**config.mk**
```make
export PLATFORM = sky130hd
export DESIGN_NAME = pseq_top
export DESIGN_NICKNAME = d
export VERILOG_FILES = /design/src/rtl/pseq_pkg.sv /design/src/rtl/pseq_cond.sv /design/src/rtl/pseq_lifo.sv /design/src/rtl/pseq_top.sv
export SDC_FILE = /design/constraint.sdc
export NUM_CORES = 1
export LEC_CHECK = 0
export CAP_MARGIN = 5
export CORE_ASPECT_RATIO = 1.2
export CORE_MARGIN = 5
export CORE_UTILIZATION = 50
export CTS_BUF_LIST = sky130_fd_sc_hd__clkbuf_4 sky130_fd_sc_hd__clkbuf_8
export DETAILED_ROUTE_END_ITERATION = 12
export PLACE_DENSITY = 0.71
export RECOVER_POWER = 25
export SLEW_MARGIN = 40
export SYNTH_ARGS = -nofsm -noshare
export SYNTH_HDL_FRONTEND = slang
export SYNTH_SLANG_ARGS = --single-unit
```
**constraint.sdc**
```tcl
create_clock -name clk -period 5.55 [get_ports clk]
set_input_delay 1.3875 -clock clk [delete_from_list [all_inputs] [get_ports clk]]
set_output_delay 1.3875 -clock clk [all_outputs]
set_load 0.03 [all_outputs]
```
**src/rtl/pseq_pkg.sv**
```systemverilog
package pseq_pkg;
  localparam logic [2:0] OP_SEQ  = 3'd0;
  localparam logic [2:0] OP_BR   = 3'd1;
  localparam logic [2:0] OP_JMP  = 3'd2;
  localparam logic [2:0] OP_CALL = 3'd3;
  localparam logic [2:0] OP_RET  = 3'd4;
  localparam logic [2:0] OP_LOOP = 3'd5;

  localparam int FZ = 0;
  localparam int FN = 1;
  localparam int FC = 2;
  localparam int FV = 3;

  // compound condition from raw flags
  function automatic logic cond_eval(input logic [3:0] sel, input logic [3:0] f,
                                     input logic [1:0] sa, input logic [1:0] sb);
    logic lt;
    lt = f[FN] ^ f[FV];
    case (sel)
      4'd0: return 1'b1;
      4'd1: return f[FZ];
      4'd2: return !f[FZ];
      4'd3: return lt;
      4'd4: return !lt;
      4'd5: return !f[FZ] && !lt;
      4'd6: return f[FZ] || lt;
      4'd7: return f[sa] && f[sb];
      4'd8: return f[sa] || f[sb];
      default: return 1'b0;
    endcase
  endfunction

  // group mask {imm, memwr, arith}
  function automatic logic [2:0] grp_mask(input logic [2:0] g);
    case (g)
      3'd1: return 3'b001;
      3'd2: return 3'b010;
      3'd3: return 3'b100;
      3'd4: return 3'b111;
      default: return 3'b000;
    endcase
  endfunction
endpackage

```
**src/rtl/pseq_cond.sv**
```systemverilog
module pseq_cond
  import pseq_pkg::*;
(
  input  logic [3:0] cond_sel,
  input  logic [3:0] flags,
  input  logic [1:0] fsel_a,
  input  logic [1:0] fsel_b,
  input  logic [2:0] pred_grp,
  output logic       cond_ok,
  output logic [2:0] kill
);
  always_comb begin
    cond_ok = cond_eval(cond_sel, flags, fsel_a, fsel_b);
    kill    = grp_mask(pred_grp) & {3{~cond_ok}};
  end
endmodule

```
**src/rtl/pseq_lifo.sv**
```systemverilog
module pseq_lifo #(
  parameter int W     = 12,
  parameter int DEPTH = 8
) (
  input  logic         clk,
  input  logic         rst_n,
  input  logic         push,
  input  logic         pop,
  input  logic         rep,
  input  logic [W-1:0] din,
  output logic [W-1:0] top,
  output logic         full,
  output logic         empty
);
  localparam int IW = (DEPTH > 1) ? $clog2(DEPTH) : 1;
  localparam int CNW = $clog2(DEPTH + 1);

  logic [W-1:0]   mem [DEPTH];
  logic [CNW-1:0] cnt;
  logic [IW-1:0]  top_idx;
  logic [IW-1:0]  wr_idx;

  assign top_idx = IW'(cnt - CNW'(1));
  assign wr_idx  = IW'(cnt);
  assign full    = (cnt == CNW'(DEPTH));
  assign empty   = (cnt == '0);
  assign top     = mem[top_idx];

  always_ff @(posedge clk) begin
    if (!rst_n) begin
      cnt <= '0;
    end else if (push && !full) begin
      mem[wr_idx] <= din;
      cnt <= cnt + CNW'(1);
    end else if (pop && !empty) begin
      cnt <= cnt - CNW'(1);
    end else if (rep && !empty) begin
      mem[top_idx] <= din;
    end
  end
endmodule

```
**src/rtl/pseq_top.sv**
```systemverilog
module pseq_top
  import pseq_pkg::*;
#(
  parameter int AW       = 12,
  parameter int CW       = 8,
  parameter int RS_DEPTH = 8,
  parameter int LP_DEPTH = 4
) (
  input  logic          clk,
  input  logic          rst_n,
  input  logic          op_valid,
  input  logic [2:0]    op,
  input  logic [AW-1:0] target,
  input  logic [CW-1:0] loop_cnt,
  input  logic [3:0]    cond_sel,
  input  logic [1:0]    fsel_a,
  input  logic [1:0]    fsel_b,
  input  logic [2:0]    pred_grp,
  input  logic [3:0]    flags,
  output logic [AW-1:0] pc,
  output logic          fetch_valid,
  output logic          en_arith,
  output logic          en_memwr,
  output logic          en_imm,
  output logic          stack_err
);
  typedef struct packed {
    logic [AW-1:0] lstart;
    logic [AW-1:0] lend;
    logic [CW-1:0] lcnt;
  } loop_t;
  localparam int LW = $bits(loop_t);

  logic [AW-1:0] seq_pc, next_pc, rs_top;
  logic          cond_ok;
  logic [2:0]    kill;
  logic          is_seq, flow_seq;
  logic          do_call, do_ret, lp_new;
  logic          rs_push, rs_pop, rs_full, rs_empty;
  logic          lp_push, lp_pop, lp_rep, lp_full, lp_empty;
  logic          loop_hit, loop_back, stk_fault;
  loop_t         lp_top, lp_din;

  pseq_cond u_cond (
    .cond_sel(cond_sel), .flags(flags), .fsel_a(fsel_a), .fsel_b(fsel_b),
    .pred_grp(pred_grp), .cond_ok(cond_ok), .kill(kill)
  );

  assign seq_pc    = pc + AW'(1);
  assign is_seq    = (op == OP_SEQ) || (op > OP_LOOP);
  assign flow_seq  = is_seq || ((op == OP_BR) && !cond_ok);
  assign do_call   = op_valid && (op == OP_CALL);
  assign do_ret    = op_valid && (op == OP_RET);
  assign lp_new    = op_valid && (op == OP_LOOP);
  assign rs_push   = do_call && !rs_full;
  assign rs_pop    = do_ret && !rs_empty;
  assign lp_push   = lp_new && !lp_full;
  assign loop_hit  = op_valid && flow_seq && !lp_empty && (lp_top.lend == pc);
  assign loop_back = loop_hit && (lp_top.lcnt > CW'(1));
  assign lp_rep    = loop_back;
  assign lp_pop    = loop_hit && !loop_back;
  assign stk_fault = (do_call && rs_full) || (do_ret && rs_empty) || (lp_new && lp_full);

  always_comb begin
    if (lp_push) lp_din = '{lstart: seq_pc, lend: target, lcnt: loop_cnt};
    else         lp_din = '{lstart: lp_top.lstart, lend: lp_top.lend,
                            lcnt: lp_top.lcnt - CW'(1)};
  end

  pseq_lifo #(.W(AW), .DEPTH(RS_DEPTH)) u_rstack (
    .clk(clk), .rst_n(rst_n), .push(rs_push), .pop(rs_pop), .rep(1'b0),
    .din(seq_pc), .top(rs_top), .full(rs_full), .empty(rs_empty)
  );

  pseq_lifo #(.W(LW), .DEPTH(LP_DEPTH)) u_lstack (
    .clk(clk), .rst_n(rst_n), .push(lp_push), .pop(lp_pop), .rep(lp_rep),
    .din(lp_din), .top(lp_top), .full(lp_full), .empty(lp_empty)
  );

  always_comb begin
    next_pc = pc;
    if (op_valid) begin
      case (op)
        OP_BR:   next_pc = cond_ok ? target : (loop_back ? lp_top.lstart : seq_pc);
        OP_JMP:  next_pc = target;
        OP_CALL: next_pc = target;
        OP_RET:  next_pc = rs_empty ? seq_pc : rs_top;
        OP_LOOP: next_pc = seq_pc;
        default: next_pc = loop_back ? lp_top.lstart : seq_pc;
      endcase
    end
  end

  always_ff @(posedge clk) begin
    if (!rst_n) begin
      pc          <= '0;
      fetch_valid <= 1'b0;
      stack_err   <= 1'b0;
    end else begin
      pc          <= next_pc;
      fetch_valid <= 1'b1;
      if (stk_fault) stack_err <= 1'b1;
    end
  end

  assign en_arith = op_valid && !kill[0];
  assign en_memwr = op_valid && !kill[1];
  assign en_imm   = op_valid && !kill[2];
endmodule

```
==> results.py, run 1 <==
metrics = {
    "sta": {
        "worst_slew_pin_slew_ns": 2.10,
        "rsz0062_at_grt": "false",
        "finalHoldViolations": 0,
        "timing.final.max_slew_violations": 48,
        "worst_slack_ns": 0.234,
        "finClkSkew_ns": 0.0210,
        "fin_setup_tns_ns": 0,
        "fmax_ghz": 0.188,
        "min_period_over_period_pct": 95.8,
        "holdWs_ns": 0.511,
        "setup_viol": 0,
        "slew_headroom_pct": -40.1,
        "fin_crit_ns": 5.32,
    },
    "floorplan": {
        "die_area_um2": 25100,
        "core_um2": 21700,
        "chipHeight_um": 173,
        "die_w_um": 145,
        "num_rows": 59,
        "initial_core_util_pct": 50.7,
        "ios": 58,
    },
    "placement": {
        "place_congestion": 0.856,
        "port_buffers": 57,
        "dp_hpwl_um": 16600,
        "dpl_worst_slack_ns": 0.245,
    },
    "route": {
        "wl_per_cell_um": 22.7,
        "dr.pass1.iters": 5,
        "vias_per_cell": 6.13,
        "routed-via-count": 6854,
        "antenna_left": 0,
        "drc_errors": 0,
        "wirelength_um": 25400,
        "drt_iter0_drc": 510,
    },
    "cells_and_area": {
        "syn_to_final_growth_pct": 15.9,
        "antennaDiodeCount": 0,
        "layout_common_cells": "edfxtp_1 (224), nand2_1 (56), clkdlybuf4s50_1 (55), mux4_2 (48), clkbuf_8 (44)",
        "fill_cells": 1652,
        "nets": 865,
        "regArea_um2": 7150,
        "layout.cells.most_common": "edfxtp_1",
        "multiInputGateArea_um2": 3660,
        "drive_gt1_share_pct": 19.0,
    },
    "power": {
        "power.density_nw_per_um2": 303,
        "p_total_mw": 3.87,
        "peakVddDrop_v": 0.000249,
        "leakagePower_nw": 4.25,
    },
    "clock_network": {
        "holdBufCountCts": 0,
        "cts_resized": 0,
        "clockBufferDepth": 3,
        "cts-buffers-inserted": 39,
        "clock_latency_ns": 0.54,
        "cts_sinks": 245,
        "postCtsSetupBuffers": 0,
        "clk_pin_slew_ns": 0.06,
        "cts_tree": "yes",
        "cts-root-buf": "clkbuf_8",
        "h-tree-depth": 2,
    },
    "global_route": {
        "grt_max_degree": 48,
        "grt_remaining_overflow": 0,
        "grt_pass1_wl_um": 39700,
        "grt_antenna_before_repair": 0,
        "gr-usage-all-layers_pct": 20.1,
        "first_global_vias": 7178,
    },
    "logic_synthesis": {
        "async_flop_share_pct": 0,
        "ys_seq_area_share_pct": 64.9,
        "synth_ff_type": "edfxtp_1",
        "synth_edf_count": 224,
        "synth_nets": 791,
        "synth_cell_types": 56,
        "synth_cells": 742,
        "synth-seq-cells": 245,
        "syn_area_um2": 11000,
        "avgSynthCellArea_um2": 14.8,
        "yosys_warnings": 0,
    },
    "flow_run": {
        "cap_violations": 1,
    },
    "hold_path": {
        "hold_start": "stack_err$_SDFFE_PN0P_",
        "min_path_type": "flop to flop",
        "holdPathStages": 2,
    },
    "setup_path": {
        "crit_type": "input pin to primary output",
        "cp-start-kind": "input pin",
        "crit_path_start": "flags[1]",
        "crit_fanout": 4,
        "ff2ff_setup_slack_ns": 1.05,
        "cp.arrival_ns": 3.93,
        "critPathCaptureType": "primary output",
        "rr_startpoint": "u_lstack.cnt[0]$_SDFFE_PN0P_",
        "r2r_cells": 12,
        "required_ns": 4.16,
    },
    "status": {
        "status": "complete, but fails checks",
        "violations": "capacitance limit, slew limit",
    },
}
## cell type report
cell class	instances	share of cell area [%]
clock buffer	57	5.51
timing repair buffer	82	5.98
tap	274	2.69
inverter	24	0.706
multi-input combinational	424	28.7
sequential	245	56.0
clock inverter	12	0.441
## through the flow
stage | area (um^2) | utilization (%) | std cells
3_3_place_gp | 12000 | 55.3 | 1049
5_1_grt | 12800 | 58.8 | 1118
2_1_floorplan | 11000 | - | 742
4_1_cts | 12800 | 58.8 | 1118
3_5_place_dp | 12000 | 55.3 | 1049
6_report | 12800 | 58.8 | 1118
## synth_stat cells (all sizes together) (2+ instances only)
cell / number / area [um^2]
o21bai: 2 / 15.0
a21oi: 37 / 185
edfxtp: 224 / 6730
and3: 8 / 55.1
clkbuf: 35 / 131
dfxtp: 21 / 420
a2111oi: 3 / 26.3
nor4: 5 / 31.3
nor3: 5 / 25.0
o221a: 2 / 22.5
or3: 2 / 12.5
a221oi: 2 / 17.5
o221ai: 12 / 105
xnor2: 17 / 149
nand2: 56 / 210
mux4: 50 / 1130
mux2: 4 / 45.0
ha: 8 / 100
or4: 2 / 18.8
a21boi: 3 / 22.5
o21ai: 43 / 215
o22ai: 10 / 62.6
inv: 24 / 90.1
a31oi: 6 / 37.5
nor3b: 3 / 22.5
buf: 14 / 72.6
and2: 5 / 31.3
a211oi: 2 / 15.0
nand3: 15 / 75.1
nor2: 23 / 86.3
nor2b: 3 / 18.8
nand2b: 16 / 100
and4: 6 / 52.6
mux2i: 35 / 350
o41ai: 2 / 17.5
nand4: 6 / 37.5
a31o: 3 / 26.3
xor2: 16 / 140
## report_power, final
group          total (mW)  internal (mW)  switching [mW]  leakage, nW
Clock                1.47          0.813           0.659        0.406
Combinational       0.328          0.134           0.194         1.64
Sequential           2.07           2.04          0.0288         2.20
Total                3.87           2.99           0.882         4.25
## path summary, 6_finish.rpt
check | endpoint
max | en_memwr
min | stack_err$_SDFFE_PN0P_
max reg2reg | u_lstack.mem[1][20]$_DFFE_PP_
min reg2reg | stack_err$_SDFFE_PN0P_
## worst max-delay path, stage by stage
cell and delay (ns):
clkdlybuf4s50_1 0.52, xor2_1 0.24, mux2_2 0.37, a221oi_1 0.30, a21oi_1 0.18, a21boi_0 0.23
clkdlybuf4s50_1 0.71
## layer usage
layer | up-vias | global-route usage [%] | routed length, um
li1 | 3056 | - | -
met1 | 3452 | 24.9 | 9620
met2 | 290 | 35.0 | 13100
met3 | 56 | 3.85 | 1910
met4 | 0 | 7.70 | 733
met5 | - | 0 | 0
## registers in the layout, summed over array words and instances (netlist names)
| signal | count |
|---|---|
| fetch_valid | 1 |
| pc | 12 |
| stack_err | 1 |
| u_lstack.cnt | 3 |
| u_lstack.mem | 128 |
| u_rstack.cnt | 4 |
| u_rstack.mem | 96 |
## kinds of logic (layout without fill, tap and decap cells)
group / after synthesis / count (layout) / synth area share [%]
buffers and inverters: 73 / 175 / 2.67
xor gates and xnor gates: 33 / 33 / 2.63
adders and majority gates: 8 / 8 / 0.909
and+or+nand+nor: 158 / 158 / 7.28
AOI/OAI and AO/OA: 136 / 136 / 7.71
muxes: 89 / 89 / 13.9
DFF: 245 / 245 / 64.9
Note: power is estimated with default switching activity, not from simulation.
==> run 2: changes to the inputs <==
PLACE_DENSITY = 0.68   (was 0.71)
clock period = 6.5 ns   (was 5.55 ns; I/O delays follow)
==> run 2 against run 1 <==
Compared with the run above: the flow still finishes with violations (capacitance limit, slew limit); cell count down 0.18%; core utilization about the same; clock power down 8%; wire length up 0.46%; critical path depth unchanged; clock skew up 0.0065 ns; first-iteration DRC count up 32%; combinational power down 17%; sequential share of layout area up 0.058 points; clock-buffer cell count down 7; sequential cell count unchanged; hold slack worse by 0.020 ns.
==> results.py, run 2 (synthesis gave the netlist of run 1 again) <==
metrics = {
    "status": {
        "status": "complete, but fails checks",
        "violations": "capacitance limit, slew limit",
    },
    "clock_network": {
        "cts_sinks": 245,
        "clock_latency_ns": 0.54,
        "cts_tree": "yes",
        "h-tree-depth": 2,
        "clockBufferDepth": 3,
        "holdBufCountCts": 0,
        "postCtsSetupBuffers": 0,
        "cts-root-buf": "clkbuf_8",
        "cts-buffers-inserted": 39,
        "cts_resized": 0,
        "clk_pin_slew_ns": 0.05,
    },
    "cells_and_area": {
        "syn_to_final_growth_pct": 15.9,
        "multiInputGateArea_um2": 3650,
        "fin_cells": 1116,
        "design_area_um2": 12800,
        "final_core_util_pct": 58.8,
        "drive_gt1_share_pct": 17.9,
        "antennaDiodeCount": 0,
        "layout_common_cells": "edfxtp_1 (224), nand2_1 (56), clkdlybuf4s50_1 (54), mux4_2 (48), clkbuf_8 (41)",
        "regMostFlops": "u_lstack.mem",
        "reg_top3": "u_lstack.mem x128, u_rstack.mem x96, pc x12",
        "regArea_um2": 7150,
        "largest_reg_flops": 128,
        "nets": 860,
        "layout.cells.most_common": "edfxtp_1",
        "fill_cells": 1705,
    },
    "route": {
        "routed-via-count": 6761,
        "met2_length_um": 13500,
        "wl_per_cell_um": 22.8,
        "drc_errors": 0,
        "top_layer_used": "met4",
        "m1WireLength_um": 9730,
        "vias_per_cell": 6.06,
        "dr_wl_met3_um": 1640,
        "wirelength_um": 25500,
        "drt_iter0_drc": 672,
        "dr.pass1.iters": 7,
        "antenna_left": 0,
    },
    "setup_path": {
        "cp_slowest_stage_delay_ns": 0.70,
        "cpMaxStageDelayCell": "clkdlybuf4s50_1",
        "critPathCaptureType": "primary output",
        "crit_type": "input pin to primary output",
        "crit_chain": "clkdlybuf4s50_1, xor2_1, mux2_2, a221oi_1, a21oi_1, a21boi_0, clkdlybuf4s50_1",
        "cp-start-kind": "input pin",
        "cp.arrival_ns": 4.17,
        "required_ns": 4.88,
        "critPathBufInv": 2,
        "crit_family": "buffers and inverters",
        "cp_common_cell": "clkdlybuf4s50_1",
        "crit_fanout": 4,
    },
    "sta": {
        "fin_crit_ns": 5.79,
        "worst_slew_pin_slew_ns": 2.12,
        "min_period_over_period_pct": 89.1,
        "timing.final.max_slew_violations": 47,
        "finClkSkew_ns": 0.0276,
        "worst_slack_ns": 0.709,
        "slew_headroom_pct": -41.4,
        "fmax_ghz": 0.173,
        "finalHoldViolations": 0,
        "holdWs_ns": 0.490,
        "rsz0062_at_grt": "false",
        "fin_setup_tns_ns": 0,
        "setup_viol": 0,
    },
    "floorplan": {
        "initial_core_util_pct": 50.7,
        "ios": 58,
        "num_rows": 59,
        "chipHeight_um": 173,
        "die_area_um2": 25100,
        "core_um2": 21700,
        "die_w_um": 145,
    },
    "power": {
        "swShare_pct": 23.0,
        "seq_power_share_pct": 52.2,
        "p_int_mw": 2.62,
        "leakagePower_nw": 4.22,
        "p_total_mw": 3.40,
        "power.density_nw_per_um2": 266,
        "p_sw_mw": 0.781,
        "p_clk_share_pct": 39.8,
        "combPwrFrac_pct": 8.0,
        "peakVddDrop_v": 0.000151,
    },
    "placement": {
        "dp_hpwl_um": 16600,
        "place_congestion": 0.810,
        "dpl_worst_slack_ns": 0.730,
        "port_buffers": 57,
        "placed_cell_area_um2": 12000,
        "dp.cells": 1044,
    },
    "hold_path": {
        "min_path_type": "flop to flop",
    },
    "flow_run": {
        "cap_violations": 1,
    },
    "global_route": {
        "first_global_vias": 7195,
        "grt_remaining_overflow": 0,
        "gr-usage-all-layers_pct": 20.1,
        "grt_antenna_before_repair": 0,
        "grt_max_degree": 47,
        "grt_pass1_wl_um": 40000,
    },
}
==> run 2: power groups by stage <==
stage                     combinational [mW]  sequential, mW  clock [mW]
final                                  0.271            1.77        1.35
after global routing                   0.294            1.77        1.46
after CTS                              0.272            1.77        1.38
after detailed placement               0.271            1.81           0
after global placement                 0.262            1.81           0
after floorplan                        0.165            1.80           0
==> run 2: final timing paths <==
kind                           startpoint                       endpoint  slack [ns]  cells past startpoint
max                              flags[3]                       en_memwr        0.71                      7
min                stack_err$_SDFFE_PN0P_         stack_err$_SDFFE_PN0P_        0.49                      2
max reg2reg  u_lstack.cnt[0]$_SDFFE_PN0P_  u_lstack.mem[3][26]$_DFFE_PP_        1.66                     10
min reg2reg        stack_err$_SDFFE_PN0P_         stack_err$_SDFFE_PN0P_        0.49                      2
==> run 2: layout make-up <==
class / instances / area share (%)
multi-input cells: 424 / 28.6
inverters: 24 / 0.706
repair buffers: 77 / 5.56
well taps: 274 / 2.69
clock buffers: 50 / 4.95
clock inverters: 22 / 1.40
flip-flops and latches: 245 / 56.1
==> run 2: worst register-to-register path, cell delays in order (launching register included) <==
cell and delay, ns:
dfxtp_2 0.32, inv_1 0.38, ha_2 0.81, mux2i_1 0.37, xnor2_1 0.09, a2111oi_0 0.64
o221a_2 0.48, and3_4 0.38, nand4_1 0.20, a21oi_4 0.33, buf_4 0.46
==> run 2: layer usage <==
layer	track usage, %	vias up
met5	0	-
met2	36.1	253
met1	24.6	3408
met3	3.35	52
li1	-	3048
met4	7.15	0
==> run 3: changes to the inputs <==
CTS_CLUSTER_DIAMETER = 200   (was default)
==> results of run 3 <==
No change in the layout: final DEF, timing and power equal those of run 2.
